`src/rtl/ofs_cfg_pkg.sv`:
```
package ofs_cfg_pkg;
  typedef enum logic [1:0] {
    LM_PRESET   = 2'd0,
    LM_PARALLEL = 2'd1,
    LM_SERIAL   = 2'd2
  } load_mode_e;

  // 101 -> parallel, 110 -> serial, all else preset (111 reserved -> preset 8)
  function automatic load_mode_e decode_mode(input logic [2:0] code);
    case (code)
      3'b101:  decode_mode = LM_PARALLEL;
      3'b110:  decode_mode = LM_SERIAL;
      default: decode_mode = LM_PRESET;
    endcase
  endfunction

  // Preset offsets are powers of two; return the exponent
  function automatic int unsigned preset_exp(input logic [2:0] code);
    case (code)
      3'b000:  preset_exp = 3;
      3'b001:  preset_exp = 4;
      3'b010:  preset_exp = 6;
      3'b011:  preset_exp = 8;
      3'b100:  preset_exp = 10;
      default: preset_exp = 3;
    endcase
  endfunction
endpackage

```
`src/rtl/ofs_mode_latch.sv`:
```
module ofs_mode_latch
  import ofs_cfg_pkg::*;
(
  input  logic       clk,
  input  logic       mrst_n,
  input  load_mode_e mode_d,
  input  logic       parity_d,
  output load_mode_e mode_q,
  output logic       parity_q
);
  // Track the pins every cycle of master reset; the last one sticks
  always_ff @(posedge clk) begin
    if (!mrst_n) begin
      mode_q   <= mode_d;
      parity_q <= parity_d;
    end
  end

  // method is frozen outside master reset
  p_mode_frozen_r2: assert property (@(posedge clk) disable iff (!mrst_n)
    mrst_n |=> ($stable(mode_q) && $stable(parity_q)));
endmodule

```
`src/rtl/ofs_loader.sv`:
```
module ofs_loader
  import ofs_cfg_pkg::*;
#(
  parameter int OFS_W  = 12,
  parameter int DATA_W = 36
) (
  input  logic              clk,
  input  logic              mrst_n,
  input  logic              prst_n,
  input  load_mode_e        mode_d,
  input  logic [OFS_W-1:0]  preset_d,
  input  load_mode_e        mode_q,
  input  logic              parity_q,
  input  logic              ser_data,
  input  logic              ser_en_n,
  input  logic [DATA_W-1:0] cfg_data,
  input  logic              cfg_valid,
  output logic              cfg_ready,
  output logic [OFS_W-1:0]  ofs_x,
  output logic [OFS_W-1:0]  ofs_y,
  output logic              done
);
  localparam int SER_BITS = 2 * OFS_W;
  localparam int BC_W     = $clog2(SER_BITS + 1);

  logic [SER_BITS-1:0] yx;
  logic [BC_W-1:0]     bit_cnt;
  logic                second_word;
  logic [OFS_W-1:0]    plain_val;
  logic [OFS_W-1:0]    par_val;
  logic [OFS_W-1:0]    field_val;
  logic                unused_hi;

  assign plain_val = cfg_data[OFS_W-1:0];

  generate
    if (OFS_W > 8) begin : g_skip_b8
      assign par_val   = {cfg_data[OFS_W:9], cfg_data[7:0]};
      assign unused_hi = ^{cfg_data[DATA_W-1:OFS_W+1]};
    end else begin : g_no_skip
      assign par_val   = cfg_data[OFS_W-1:0];
      assign unused_hi = ^{cfg_data[DATA_W-1:OFS_W]};
    end
  endgenerate

  assign field_val = parity_q ? par_val : plain_val;
  assign cfg_ready = mrst_n && prst_n && (mode_q == LM_PARALLEL) && !done;
  assign ofs_x     = yx[OFS_W-1:0];
  assign ofs_y     = yx[SER_BITS-1:OFS_W];

  always_ff @(posedge clk) begin
    if (!mrst_n) begin
      yx          <= (mode_d == LM_PRESET) ? {preset_d, preset_d} : '0;
      done        <= (mode_d == LM_PRESET);
      bit_cnt     <= '0;
      second_word <= 1'b0;
    end else if (prst_n && !done) begin
      if (mode_q == LM_SERIAL && !ser_en_n) begin
        yx      <= {yx[SER_BITS-2:0], ser_data};
        bit_cnt <= bit_cnt + 1'b1;
        if (bit_cnt == BC_W'(SER_BITS - 1)) done <= 1'b1;
      end else if (cfg_valid && cfg_ready) begin
        if (!second_word) begin
          yx[OFS_W-1:0] <= field_val;
        end else begin
          yx[SER_BITS-1:OFS_W] <= field_val;
          done                 <= 1'b1;
        end
        second_word <= ~second_word;
      end
    end
  end

  // done is sticky and freezes the offsets
  p_done_sticky_r4: assert property (@(posedge clk) disable iff (!mrst_n)
    done |=> done);
  p_frozen_after_done_r4: assert property (@(posedge clk) disable iff (!mrst_n)
    done |=> ($stable(ofs_x) && $stable(ofs_y)));
  // the serial count never passes the register length
  p_bitcnt_limit_r3: assert property (@(posedge clk) disable iff (!mrst_n)
    bit_cnt <= BC_W'(SER_BITS));
  // no acceptance once complete
  p_ready_not_done_r5: assert property (@(posedge clk) disable iff (!mrst_n)
    cfg_ready |-> !done);
  // partial reset pauses all loading
  p_prst_hold_r9: assert property (@(posedge clk) disable iff (!mrst_n)
    !prst_n |=> ($stable(ofs_x) && $stable(ofs_y) && $stable(done)));
endmodule

```
`src/rtl/ofs_flag_cmp.sv`:
```
module ofs_flag_cmp #(
  parameter int CNT_W = 13,
  parameter int OFS_W = 12
) (
  input  logic             clk,
  input  logic             mrst_n,
  input  logic [CNT_W-1:0] count,
  input  logic [OFS_W-1:0] ofs,
  output logic             flag_n
);
  assign flag_n = !(count <= CNT_W'(ofs));

  // R7 (almost-empty instance) and R8 (almost-full instance): zero count always flags
  p_zero_count_flags_r7: assert property (@(posedge clk) disable iff (!mrst_n)
    (count == '0) |-> !flag_n);
endmodule

```
`src/rtl/ofs_cfg_loader.sv`:
```
module ofs_cfg_loader
  import ofs_cfg_pkg::*;
#(
  parameter int DEPTH  = 4096,
  parameter int DATA_W = 36,
  localparam int OFS_W = $clog2(DEPTH),
  localparam int CNT_W = OFS_W + 1
) (
  input  logic              clk,
  input  logic              mrst_n,
  input  logic              prst_n,
  input  logic [2:0]        sel,
  input  logic              parity_sel,
  input  logic [DATA_W-1:0] cfg_data,
  input  logic              cfg_valid,
  output logic              cfg_ready,
  input  logic [CNT_W-1:0]  fill_cnt,
  input  logic [CNT_W-1:0]  free_cnt,
  output logic [OFS_W-1:0]  ofs_x,
  output logic [OFS_W-1:0]  ofs_y,
  output logic              ae_n,
  output logic              af_n,
  output logic              prog_done
);
  load_mode_e       mode_d;
  load_mode_e       mode_q;
  logic             parity_q;
  logic [OFS_W-1:0] preset_d;

  assign mode_d   = decode_mode(sel);
  assign preset_d = OFS_W'(1) << preset_exp(sel);

  ofs_mode_latch u_mode (
    .clk      (clk),
    .mrst_n   (mrst_n),
    .mode_d   (mode_d),
    .parity_d (parity_sel),
    .mode_q   (mode_q),
    .parity_q (parity_q)
  );

  ofs_loader #(.OFS_W(OFS_W), .DATA_W(DATA_W)) u_load (
    .clk       (clk),
    .mrst_n    (mrst_n),
    .prst_n    (prst_n),
    .mode_d    (mode_d),
    .preset_d  (preset_d),
    .mode_q    (mode_q),
    .parity_q  (parity_q),
    .ser_data  (sel[0]),
    .ser_en_n  (sel[1]),
    .cfg_data  (cfg_data),
    .cfg_valid (cfg_valid),
    .cfg_ready (cfg_ready),
    .ofs_x     (ofs_x),
    .ofs_y     (ofs_y),
    .done      (prog_done)
  );

  ofs_flag_cmp #(.CNT_W(CNT_W), .OFS_W(OFS_W)) u_ae (
    .clk    (clk),
    .mrst_n (mrst_n),
    .count  (fill_cnt),
    .ofs    (ofs_x),
    .flag_n (ae_n)
  );

  ofs_flag_cmp #(.CNT_W(CNT_W), .OFS_W(OFS_W)) u_af (
    .clk    (clk),
    .mrst_n (mrst_n),
    .count  (free_cnt),
    .ofs    (ofs_y),
    .flag_n (af_n)
  );

  // preset mode is complete right after reset
  p_preset_done_r1: assert property (@(posedge clk) disable iff (!mrst_n)
    ($rose(mrst_n) && mode_q == LM_PRESET) |-> prog_done);
endmodule

```
`config.mk`:
```
export PLATFORM = sky130hd
export DESIGN_NAME = ofs_cfg_loader
export DESIGN_NICKNAME = d
export VERILOG_FILES = /design/src/rtl/ofs_cfg_pkg.sv /design/src/rtl/ofs_mode_latch.sv /design/src/rtl/ofs_loader.sv /design/src/rtl/ofs_flag_cmp.sv /design/src/rtl/ofs_cfg_loader.sv
export SDC_FILE = /design/constraint.sdc
export NUM_CORES = 1
export LEC_CHECK = 0
export ABC_CLOCK_PERIOD_IN_PS = 2070
export BUFFER_PORTS_ARGS = -buffer_cell sky130_fd_sc_hd__buf_2
export CAP_MARGIN = 20
export CORE_UTILIZATION = 43
export DETAILED_ROUTE_END_ITERATION = 12
export PLACE_DENSITY = 0.88
export SYNTH_ARGS = -nofsm -noshare
export SYNTH_HDL_FRONTEND = slang
export SYNTH_SLANG_ARGS = --single-unit
```
`constraint.sdc`:
```
create_clock -name clk -period 2.07 [get_ports clk]
set_input_delay 0.207 -clock clk [delete_from_list [all_inputs] [get_ports clk]]
set_output_delay 0.207 -clock clk [all_outputs]
set_load 0.01 [all_outputs]
```
==> metrics.txt <==
synth warn 0; top area cells in the synthesized netlist edfxtp_1, ha_1, dfxtp_1; Synth cell types 42; Initial Util 46.0%; Antenna diodes 0; first-pass GRT wire length 8.79 mm; Final min period 2.13 ns; routability cong. 0.805; Syn Area/Cell 10.1 µm²; Post-Place Setup Slack 0.204 ns; RSZ-0062 raised after global routing yes; worst path cell trace inv_1 > ha_4 > nand4_1 > a211oi_2 > o41ai_2 > a21oi_1 > buf_2; Antenna Nets Post-Route 0; layout cell share with drive strength beyond 1 42.1%; Crit. End Element output port; Syn-to-layout area delta 35.5%; IO Pins 98; Remaining Overflow, GRT 0; Slew HR 69.8%; total CTS buffers 5; DR WL/cell 16.1 µm; post-synth top area cell edfxtp_1; worst-case reg-to-reg path depth 4; H-tree depth 2; Fillers 394; 1st-iter DRT viols 178; Required @ worst endpoint about 1.9 ns; post-synthesis sequential area ratio 43.0%; P per Cell Area around 570 nW/µm²; via count between 2000 and 2500; die area 5480 µm²; Clock Skew 0.00631 ns; Synth Register Bits 34; CTS Hold Bufs 0; WP buf/inv 2; reg-to-reg startpoint u_load.done; final wirelength slightly above 6 mm; outcome finished with violations; multi-input logic area 1270 µm²; Fin. Hold Viols 0; MaxCap Viol Count 0; initial antenna violation count 0; failing checks negative setup slack; Longest Clk Path Bufs 2; register clock-pin slew on the reported worst setup and hold paths approximately 0.06 ns; WS Path Type flip-flop to output port; fin crit share 103%; Yosys top cell area share a little under two fifths; Synth Cell Area 2230 µm²; I/O Buffers 74; final setup fails 1; max layer used met4; total power 1.73 mW; Slew Limit Fails 0; Static Leak 1.42 nW; # rows 25; startpoint type of the worst setup path flip-flop; Clock Latency Late Sink around 0.29 ns; CP Max Fanout 3; synthesized net count 315; Register Area 961 µm²; met3 WL post-DR 507 µm; die width 74.1 µm; Largest stage delay, worst path 0.38 ns; routed wire length on met2 3.02 mm; Vias/cell 5.42; Max VDD drop between 0.0003 and 0.0004 V; Overall Global Routing Usage a little over a fifth; Nets 412; Min-Delay Startpoint parity_sel; count of clock tree sinks 34; Peak Freq 469 MHz; TritonCTS clock tree done; Levels on crit path 7; worst setup margin -0.0606 ns; first-pass iteration count of the detailed router 5; path category of the worst min-delay check primary input to flip-flop; worst slew pin tran 0.452 ns; largest net degree at the start of global routing 25; CTS root buffer clkbuf_8; Post-synth EDFFs 28; post-synthesis cell count 220; worst hold path depth 1; number of remaining DRC errors 0; M1 WL 2.51 mm; total core area about 4800 µm²; HPWL Detailed 4.39 mm; main flop type after synthesis edfxtp_1; CP max stage cell edfxtp_1; chip height around 74 µm; critical path startpoint u_load.yx[19]; async set or reset register ratio after synthesis 0%; critical path's top delay family compound AO/OA/AOI/OAI gates; Critical Path AT 1.92 ns; vias in the first global route 1992
cells by family after synthesis:
group / count (synthesis) / share of synthesized area, %
buffers and inverters: 33 / 6.67
multiplexers: 4 / 1.96
XOR/XNOR: 5 / 1.96
adder cells (fa/ha/maj): 25 / 14.0
AND/OR/NAND/NOR: 74 / 18.2
flip-flops: 34 / 43.0
AO/OA/AOI/OAI: 45 / 14.1
cells in the mapped netlist (all sizes together) (2+ instances only):
master / number
a211oi: 2
a21o: 7
a21oi: 11
a22o: 11
a22oi: 2
a32oi: 2
buf: 5
dfxtp: 6
edfxtp: 28
ha: 25
inv: 28
mux2: 3
nand2: 30
nand2b: 2
nand3: 7
nand4: 3
nand4b: 2
nor2: 14
nor3: 4
nor4: 2
o21ai: 6
xnor2: 3
xor2: 2
final cells by class:
| cell class | instances | area share (%) |
|---|---|---|
| Timing Repair Buffer | 95 | 17.5 |
| Multi-Input combinational cell | 153 | 41.9 |
| Clock inverter | 2 | 0.289 |
| Clock buffer | 6 | 2.40 |
| Sequential cell | 34 | 31.8 |
| Inverter | 28 | 3.47 |
| Tap cell | 67 | 2.77 |
layer usage:
metal,global-route usage (%),up-vias
met2,38.8,130
met4,10.3,0
met1,25.0,947
met3,5.15,19
li1,-,989
met5,0,-
repair_timing:
action,CTS,global route
endpoints found under the setup margin,2,2
hold endpoints to repair,0,0
buffers inserted,8,5
resized for setup,10,11
pin swaps,6,7
path summary, 6_finish.rpt:
kind | end | slack, ns
worst min-delay path | u_mode.parity_q | 0.1
worst min register to register | u_load.bit_cnt[1] | 0.49
worst max-delay path | af_n | -0.06
worst max register to register | u_load.done | 0.25
report_power, final:
| group | switching [mW] | internal (mW) |
|---|---|---|
| registers | 0.0302 | 0.794 |
| clock network | 0.236 | 0.231 |
| logic | 0.236 | 0.206 |
| total | 0.503 | 1.23 |
placed cells by master (no fill, tap or decap), drive strengths merged, types with 2 or more instances in the layout:
cell / count
edfxtp: 28
a211oi: 2
buf: 95
inv: 28
a21oi: 11
nand4: 3
nor2: 14
nand2: 30
xnor2: 3
a32oi: 2
xor2: 2
nand3: 7
nor3: 4
nand2b: 2
nand4b: 2
clkinv: 2
mux2: 3
ha: 25
a22o: 11
nor4: 2
o21ai: 6
clkbuf: 6
dfxtp: 6
a22oi: 2
a21o: 7
per-stage QoR:
step	hold slack [ns]	instance area [µm²]	cells	util (%)	setup TNS (ns)
detailed placement	0.394	2710	364	55.9	0
global route	0.0923	3030	385	62.4	-0.249
CTS	0.0902	2910	380	60.1	0
floorplan	0.306	2240	220	-	0
global placement	0.385	2710	364	55.9	0
finish	0.0970	3030	385	62.4	-0.0606
state kept, by name (all words and copies together), names as in the netlist:
signal and count:
u_load.bit_cnt 5, u_load.yx 24, u_load.second_word 1, u_load.done 1
u_mode.mode_q 2, u_mode.parity_q 1
worst register-to-register path, cell delays in order (launching register included):
cell	delay, ns
edfxtp_1	0.41
or2b_4	0.33
nor4_4	0.28
a21oi_1	0.15
a221oi_1	0.32
No activity file was read; power rests on OpenSTA's default activity.
